**config.mk**
```make
export PLATFORM = sky130hd
export DESIGN_NAME = da_filter
export DESIGN_NICKNAME = d
export VERILOG_FILES = /design/src/rtl/da_filter.sv
export SDC_FILE = /design/constraint.sdc
export NUM_CORES = 1
export LEC_CHECK = 0
export ABC_AREA = 1
export BUFFER_PORTS_ARGS = -buffer_cell sky130_fd_sc_hd__buf_2
export CELL_PAD_IN_SITES_DETAIL_PLACEMENT = 0
export CELL_PAD_IN_SITES_GLOBAL_PLACEMENT = 1
export CORE_MARGIN = 2
export CORE_UTILIZATION = 49
export DETAILED_ROUTE_END_ITERATION = 8
export PLACE_DENSITY = 0.83
export SLEW_MARGIN = 10
export SYNTH_ARGS = -nofsm -noshare
export SYNTH_HDL_FRONTEND = slang
export SYNTH_SLANG_ARGS = --single-unit
export TNS_END_PERCENT = 20
```
**constraint.sdc**
```tcl
create_clock -name clk -period 6.1 [get_ports clk]
set_clock_uncertainty 0.05 [all_clocks]
set_input_delay 1.22 -clock clk [delete_from_list [all_inputs] [get_ports clk]]
set_output_delay 1.22 -clock clk [all_outputs]
set_load 0.01 [all_outputs]
```
**src/rtl/da_filter.sv**
```systemverilog
module da_filter #(
  parameter logic [31:0] CRC_POLY = 32'h04C11DB7,
  parameter logic [31:0] CRC_INIT = 32'hFFFF_FFFF
) (
  input  logic       clk,
  input  logic       rst_n,
  input  logic       sof,
  input  logic       bit_vld,
  input  logic       bit_in,
  input  logic       wr_en,
  input  logic [3:0] wr_addr,
  input  logic [7:0] wr_data,
  output logic       done,
  output logic       accept,
  output logic       reject
);
  localparam int DA_BITS = 48;
  localparam int CNT_W   = $clog2(DA_BITS + 1);
  localparam int HASH_W  = 6;
  localparam int NSTA    = DA_BITS / 8;

  logic [DA_BITS-1:0]      sta;
  logic [(1<<HASH_W)-1:0]  mask;
  logic [CNT_W-1:0]        cnt;
  logic [31:0]             crc;
  logic                    match, mcast;

  wire              take      = bit_vld && !sof && (cnt < CNT_W'(DA_BITS));
  wire              last      = take && (cnt == CNT_W'(DA_BITS - 1));
  wire              sta_bit   = sta[cnt];
  wire [31:0]       crc_nxt   = {crc[30:0], 1'b0} ^ ((bit_in ^ crc[31]) ? CRC_POLY : 32'h0);
  wire              match_nxt = match && (bit_in == sta_bit);
  wire [HASH_W-1:0] hash      = crc_nxt[31:32-HASH_W];

  assign reject = done && !accept;

  always_ff @(posedge clk) begin
    if (!rst_n) begin
      sta  <= '0;
      mask <= '0;
    end else if (wr_en) begin
      if (wr_addr[3])
        mask[{wr_addr[2:0], 3'b000} +: 8] <= wr_data;
      else
        for (int i = 0; i < NSTA; i++)
          if (wr_addr[2:0] == 3'(i)) sta[i*8 +: 8] <= wr_data;
    end
  end

  always_ff @(posedge clk) begin
    if (!rst_n) begin
      cnt    <= CNT_W'(DA_BITS);
      crc    <= CRC_INIT;
      match  <= 1'b0;
      mcast  <= 1'b0;
      done   <= 1'b0;
      accept <= 1'b0;
    end else if (sof) begin
      cnt    <= '0;
      crc    <= CRC_INIT;
      match  <= 1'b1;
      mcast  <= 1'b0;
      done   <= 1'b0;
      accept <= 1'b0;
    end else if (take) begin
      cnt   <= cnt + 1'b1;
      crc   <= crc_nxt;
      match <= match_nxt;
      if (cnt == '0) mcast <= bit_in;
      if (last) begin
        done   <= 1'b1;
        accept <= mcast ? mask[hash] : match_nxt;
      end
    end
  end
endmodule

```
[Word-level counts from Yosys, hierarchy flattened]
Index checks and enable logic that the tools add are counted.
Cells by class
  equal/unequal tests: 7
  bitwise operators: 4
  add/sub/neg operators: 2
  reduce and logical (&&, ||, !) cells: 20
  muxes and demuxes: 11
  shifts and indexed selects: 2
  order comparisons: 3
Operator list (count)
  $bwmux W64: 1
  $shift A8 B8 Y64 const A: 1
  $shiftx A8 B8 Y64: 1
  $xor A32 B27 Y32: 1
  $mux W27: 1
  $reduce_and A3 Y1: 6
  $lt A6 B7 Y1 const B: 2
  $bmux W1 S6: 2
  $mux W6: 2
  $neg A6 Y8: 1
  $add A6 B1 Y6 const B: 1
  $eq A3 B2 Y1 const B: 2
  $eq A3 B3 Y1 const B: 2
  $eq A6 B6 Y1 const B: 1
  $logic_not A6 Y1: 1
  $lt A6 B6 Y1 const B: 1
  $reduce_and A2 Y1: 3
  $logic_and A1 B1 Y1: 5
  $mux W1: 5
  $eq A3 B1 Y1 const B: 1
  $logic_not A3 Y1: 1
  $logic_not A1 Y1: 2
  $not A1 Y1: 2
  $reduce_bool A2 Y1: 1
  3 further kinds: 3
Word-level totals
  input port bits: 18
  bits in registers: 154
  output and inout port bits: 3
  word-level logic and storage cells: 63

[Longest topological paths before layout]
Gate-level depths: netlist (run 1).
  word-level depth: 6
  gate-level depth with buffers: 16
  mapped depth without buffers: 16

[Worst setup path before layout (run 1)]
OpenSTA, ideal clock, no wires.
  path kind: input to register
  from: input wr_addr[0]
  to: register mask[38]
  arrival time: 3.173 ns
  setup slack: 2.807 ns
  path buffers: 3
  setup time: 0.070 ns
  stages: 12
  required time: 5.980 ns
  cells stage by stage: buf_2 -> inv_1 -> ha_1 -> ha_1 -> buf_4 -> inv_2 -> nor3_2 -> nand2_1 -> nor2_2 -> buf_2 -> o21ai_0 -> a21oi_1
On the way
  cells in the longest elaborated chain, start to end: 3
  elaborated cells on any way between the ends: 4
  those cells by class: 1 x add/sub; 2 x shift; 1 x mux
Ends and longest elaborated chain
  start: declaration: RTL line 11  | input logic [3:0] wr_addr,
  $neg A6 Y8 *: RTL line 43  | mask[{wr_addr[2:0], 3'b000} +: 8] <= wr_data;
  $shiftx A8 B8 Y64 or $shift A8 B8 Y64 (tied branches): RTL line 43
  $bwmux W64 *: RTL line 43
  end signal: indexed assignment: RTL line 43
  end: declaration: RTL line 23  | logic [(1<<HASH_W)-1:0] mask;
Mark *: on every way between the ends. The rest lies on a longest branch, timed or not.
A chain may end at the register's enable or synchronous reset.

[Worst setup path after layout (run 1)]
  from: input wr_addr[0]
  to: register mask[35]
The elaborated chain is that of the path after synthesis.

==> impl_metrics.py, run 1 <==
metrics = {
    "floorplan": {
        "core_um2": 14000,
        "die_h_um": 124,
        "die-area_um2": 15500,
        "die_w_um": 124,
        "rows": 43,
        "io_pins": 21,
        "start_util_pct": 50.7,
    },
    "synthesis": {
        "ys_warn_count": 0,
        "async_flop_share_pct": 0,
        "yosysUniqueCellTypes": 33,
        "syn-cell-area_um2": 7090,
        "postSynthCellCount": 995,
        "ys_seq_area_share_pct": 43.5,
        "yosysTopAreaCell": "dfxtp_1",
        "syn-num-nets": 1021,
        "synth_seq_cells": 154,
        "synthTopCellsByCount": "nand2_1 (167), dfxtp_1 (154), a21oi_1 (135), nand3_1 (121), o21ai_0 (119)",
        "synth_top_area_share_pct": 43.5,
        "synth_edf_count": 0,
        "synth.avg_cell_area_um2": 7.13,
        "synth_ff_type": "dfxtp_1",
        "synthTopCellsByArea": "dfxtp_1 (43%), a21oi_1 (9.5%), nand2_1 (8.8%)",
        "yosys.cell_count.top_type": "nand2_1",
    },
    "clock_network": {
        "cts_buffers": 17,
        "post_cts_buffers": 0,
        "root_buffer": "clkbuf_16",
        "cts_resized": 0,
        "clock_latency_ns": 0.43,
        "cts.sinks": 154,
        "cts_buffer_depth": 2,
        "clkTransAtPathRegs_ns": 0.06,
        "cts_hold_buf": 0,
        "htreeDepth": 4,
        "cts_tree": "yes",
    },
    "routing": {
        "first_pass_iters": 5,
        "route.final.wire_length_um": 19200,
        "ant_nets": 0,
        "wl_per_cell_um": 16.4,
        "initialDrtViolationCount": 574,
        "drc_errors": 0,
        "vias": 6508,
        "viasPerCell": 5.56,
    },
    "sta": {
        "slew_viol_final": 0,
        "fmax_mhz": 251,
        "fin_tns_setup_ns": 0,
        "hold_slack_ns": 0.396,
        "tightestPinTransition_ns": 0.917,
        "slew_headroom_pct": 38.6,
        "finalHoldViolations": 0,
        "timing.final.crit_share_pct": 65.4,
        "finalSetupViolCount": 0,
        "layout_min_cycle_time_ns": 3.99,
        "grt_setup_unrepaired": "false",
    },
    "power_and_ir_drop": {
        "powerDensity_nw_per_um2": 305,
        "p_leak_nw": 3.25,
        "vdd_ir_drop_max_uv": 220,
    },
    "global_route": {
        "antenna_found_initial": 0,
        "grt_max_degree": 87,
        "track_usage_pct": 25.5,
        "grt_pass1_vias": 6140,
        "grt_pass1_wl_um": 31600,
        "gr-total-overflow": 0,
    },
    "placement": {
        "dp_cells": 1140,
        "io_buffers": 20,
        "place.gp.congestion": 0.901,
        "hpwl_um": 13000,
        "place_area_um2": 7170,
    },
    "finish": {
        "stdcell_area_um2": 7800,
        "n_fill_cell": 1370,
        "post-route-util_pct": 55.8,
        "drive_gt1_share_pct": 6.86,
        "final_cells": 1171,
        "diodes": 0,
        "syn_to_final_growth_pct": 9.97,
        "fin_nets": 1005,
    },
    "setup_path": {
        "path_class": "in -> reg",
        "crit_path_start_kind": "input pin",
        "cp_common_cell": "ha_1",
        "cp_max_fo": 19,
        "cp.buffers_inverters": 3,
        "cp_cell_sequence": "buf_2 -> inv_1 -> ha_1 -> ha_1 -> inv_2 -> nor3_2 -> nand2_1 -> nor2_2 -> o21ai_0 -> a21oi_1",
        "cp_top_family": "simple AND/OR/NAND/NOR gates",
        "critPathRequiredTime_ns": 6.41,
        "crit_arrival_ns": 4.29,
        "max_stage_delay_ns": 0.75,
        "cp-end-kind": "flip-flop",
        "slowest_stage": "ha_1",
    },
    "hold_path": {
        "worstHoldPathType": "reg -> reg",
    },
    "outcome": {
        "status": "finished clean",
    },
    "run": {
        "cap_violations": 0,
    },
}
==> path summary, 6_finish.rpt <==
kind | startpoint | endpoint | slack [ns] | depth (start not counted)
setup / recovery | wr_addr[0] | mask[35] | 2.11 | 10
hold / removal | sta[36] | sta[36] | 0.40 | 2
setup reg to reg | cnt[4] | accept | 3.22 | 12
hold reg to reg | sta[36] | sta[36] | 0.40 | 2
==> worst min-delay path: cells and delay by family, from the launching register on <==
family,cells,cell delay (ns)
AOI/OAI and AO/OA,1,0.05
DFF,1,0.30
buffers and inverters,1,0.05
==> kinds of logic after synthesis <==
logic type,share of synthesized area (%)
adders and majority gates,1.41
xor gates and xnor gates,0.617
buffers and inverters,10.6
AOI/OAI and AO/OA,21.1
DFF,43.5
and+or+nand+nor,22.8
==> power by group <==
group          total (mW)  leakage (nW)  internal (mW)  switching (mW)
clock network        1.13         0.313          0.723           0.406
logic               0.203          1.69         0.0571           0.146
registers            1.04          1.25           1.03          0.0146
total                2.38          3.25           1.81           0.566
==> routing by layer <==
layer	GRT usage, %	vias up	share of wire, %
li1	-	3276	-
met3	5.50	44	4.4
met5	0	-	0
met2	39.9	149	46
met1	34.3	3039	47
met4	10.3	0	2.9
==> per-stage QoR <==
stage | power [mW] | setup WS [ns]
after floorplan | 1.21 | 2.81
after global placement | 1.26 | 1.81
after detailed placement | 1.27 | 1.77
after CTS | 2.39 | 2.20
after global routing | 2.46 | 1.77
final | 2.38 | 2.11
==> cell type report <==
cell class	instances	area, µm²	area share, %
Multi-Input combinational cell	658	3260	41.8
Sequential cell	154	3080	39.5
Clock buffer	23	488	6.26
Inverter	122	458	5.87
Tap cell	180	225	2.89
Timing Repair Buffer	26	145	1.86
Clock inverter	8	140	1.80
==> flip-flops by register name, summed over array words and instances, names as in the netlist <==
| signal | count |
|---|---|
| mask | 64 |
| match | 1 |
| accept | 1 |
| crc | 32 |
| done | 1 |
| cnt | 6 |
| sta | 48 |
| mcast | 1 |
==> cell usage in the layout (no fill, tap or decap) <==
master / count
a311oi_1: 1
clkinv_1: 5
nor4_1: 3
ha_1: 8
nor3_1: 5
nand4_1: 2
a211oi_1: 7
nor3b_1: 1
nor3_2: 3
clkbuf_8: 4
inv_2: 2
clkbuf_1: 2
a31oi_1: 3
nand3b_1: 10
buf_4: 6
nand2_1: 167
nand3_1: 121
nand2_4: 3
clkbuf_16: 17
o21ai_0: 119
a21oi_1: 135
clkinv_2: 4
buf_2: 20
bufinv_16: 4
o21ai_2: 1
nor2_2: 1
inv_1: 115
nor2_1: 43
xnor2_1: 5
dfxtp_1: 154
nand2_2: 1
nand3_2: 1
o211ai_1: 17
a21oi_2: 1
Note: power is estimated with default switching activity, not from simulation.
==> inputs of run 2 (changes only) <==
Settings changed: CORE_UTILIZATION 49 to 46, PLACE_DENSITY 0.83 to 0.79.
Clock period 6.1 ns to 4.06 ns, I/O delays scaled along.
==> run 2 against run 1 <==
Net effect: non-clock buffer count up 7; global-route usage is 0.22 points lower; sequential share of layout area decreased by 0.42 points; largest power group unchanged.
==> impl_metrics.py, run 2 (same netlist as run 1, synthesis figures left out) <==
metrics = {
    "finish": {
        "drive_gt1_share_pct": 7.62,
        "largest_reg_flops": 64,
        "most-common-layout-cells": "nand2_1 (167), dfxtp_1 (154), a21oi_1 (135)",
        "largest-register": "mask",
        "diodes": 0,
        "reg.largest.list": "mask (64), sta (48), crc (32)",
        "syn_to_final_growth_pct": 11.2,
        "final_cells": 1186,
        "final_common_cell": "nand2_1",
        "stdcell_area_um2": 7880,
        "fin_nets": 1012,
    },
    "placement": {
        "place_area_um2": 7230,
        "hpwl_um": 12700,
        "dp_cells": 1155,
        "place.gp.congestion": 0.834,
        "io_buffers": 20,
        "dp_slack_ns": 0.498,
    },
    "global_route": {
        "grt_pass1_vias": 6006,
        "gr-total-overflow": 0,
        "antenna_found_initial": 0,
        "grt_pass1_wl_um": 31900,
        "grt_max_degree": 86,
        "track_usage_pct": 25.3,
    },
    "sta": {
        "tightestPinTransition_ns": 0.754,
        "slew_headroom_pct": 49.7,
        "slew_viol_final": 0,
        "finalHoldViolations": 0,
        "worst_slack_ns": 0.925,
        "fin_tns_setup_ns": 0,
        "finalSetupViolCount": 0,
        "fmax_mhz": 319,
        "grt_setup_unrepaired": "false",
        "layout_min_cycle_time_ns": 3.13,
        "timing.final.crit_share_pct": 77.2,
    },
    "floorplan": {
        "start_util_pct": 46.8,
        "core_um2": 15100,
        "die-area_um2": 16400,
        "io_pins": 21,
        "die_h_um": 128,
        "die_w_um": 128,
        "rows": 45,
    },
    "run": {
        "cap_violations": 0,
    },
    "setup_path": {
        "cp_max_fo": 13,
        "cp-end-kind": "flip-flop",
        "crit_arrival_ns": 3.40,
        "crit_path_start_kind": "input pin",
        "critPathRequiredTime_ns": 4.33,
        "path_class": "in -> reg",
        "crit_start": "wr_addr[0]",
        "r2r_start": "crc[31]",
    },
    "clock_network": {
        "cts_tree": "yes",
        "cts_resized": 0,
        "htreeDepth": 4,
        "cts_buffers": 17,
        "post_cts_buffers": 0,
        "clock_latency_ns": 0.43,
        "cts.sinks": 154,
        "root_buffer": "clkbuf_16",
        "cts_buffer_depth": 2,
        "cts_hold_buf": 0,
        "clkTransAtPathRegs_ns": 0.06,
    },
    "routing": {
        "drc_errors": 0,
        "wl_per_cell_um": 16.5,
        "ant_nets": 0,
        "route.final.wire_length_um": 19600,
        "vias": 6345,
        "initialDrtViolationCount": 527,
        "first_pass_iters": 5,
        "viasPerCell": 5.35,
    },
    "power_and_ir_drop": {
        "vdd_ir_drop_max_uv": 317,
        "p_leak_nw": 3.28,
        "p_total_mw": 3.63,
        "powerDensity_nw_per_um2": 461,
    },
    "hold_path": {
        "holdCritStartpoint": "mask[41]",
        "worstHoldPathType": "reg -> reg",
    },
    "outcome": {
        "status": "finished clean",
    },
}
## run 2: changes by cell type in the layout (fill, tap and decap cells not counted)
cell        before  now
bufinv_16        4    5
buf_4            6   13
clkinvlp_4       0    2
clkbuf_1         2    1
clkinv_2         4    2
inv_6            0    1
clkbuf_8         4    2
clkinv_4         0    1
## run 2: path summary, 6_finish.rpt
| check | cells after the start | slack (ns) | endpoint |
|---|---|---|---|
| hold reg to reg | 2 | 0.40 | mask[41] |
| setup / recovery | 10 | 0.93 | mask[41] |
| hold / removal | 2 | 0.40 | mask[41] |
| setup reg to reg | 14 | 1.55 | accept |
## run 2: cell type report
cell class              count  area [µm²]
fillers                  1552        7260
multi-input cells         658        3260
flip-flops and latches    154        3080
inverters                 122         458
clock buffers              20         457
well taps                 188         235
repair buffers             33         198
clock inverters            11         193
## run 2: layer usage
layer  vias to the layer above  part of all wire [%]  track usage [%]
li1                       3283                     -                -
met1                      2898                    49             34.5
met2                       123                    44             39.2
met3                        41                   4.1             4.51
met4                         0                   2.9             11.1
met5                         -                     0                0
## run 2: metrics by stage
step | hold slack (ns) | util (%)
after floorplan | 0.370 | -
after global placement | 0.381 | 47.8
after detailed placement | 0.386 | 47.8
after CTS | 0.400 | 52.0
after global routing | 0.405 | 52.0
final | 0.399 | 52.0
## run 2: where the power goes
part / internal [mW] / switching, mW / total [mW] / leakage (nW)
clock network: 1.12 / 0.630 / 1.75 / 0.312
logic: 0.0908 / 0.228 / 0.319 / 1.72
registers: 1.55 / 0.0177 / 1.56 / 1.25
total: 2.76 / 0.876 / 3.63 / 3.28
## run 2: critical path: stages
cell,delay [ns]
buf_2,0.22
inv_1,0.13
ha_1,0.23
ha_1,0.41
nor3_2,0.44
nand2_1,0.21
nor2_1,0.55
inv_1,0.16
o21ai_0,0.19
a21oi_1,0.05
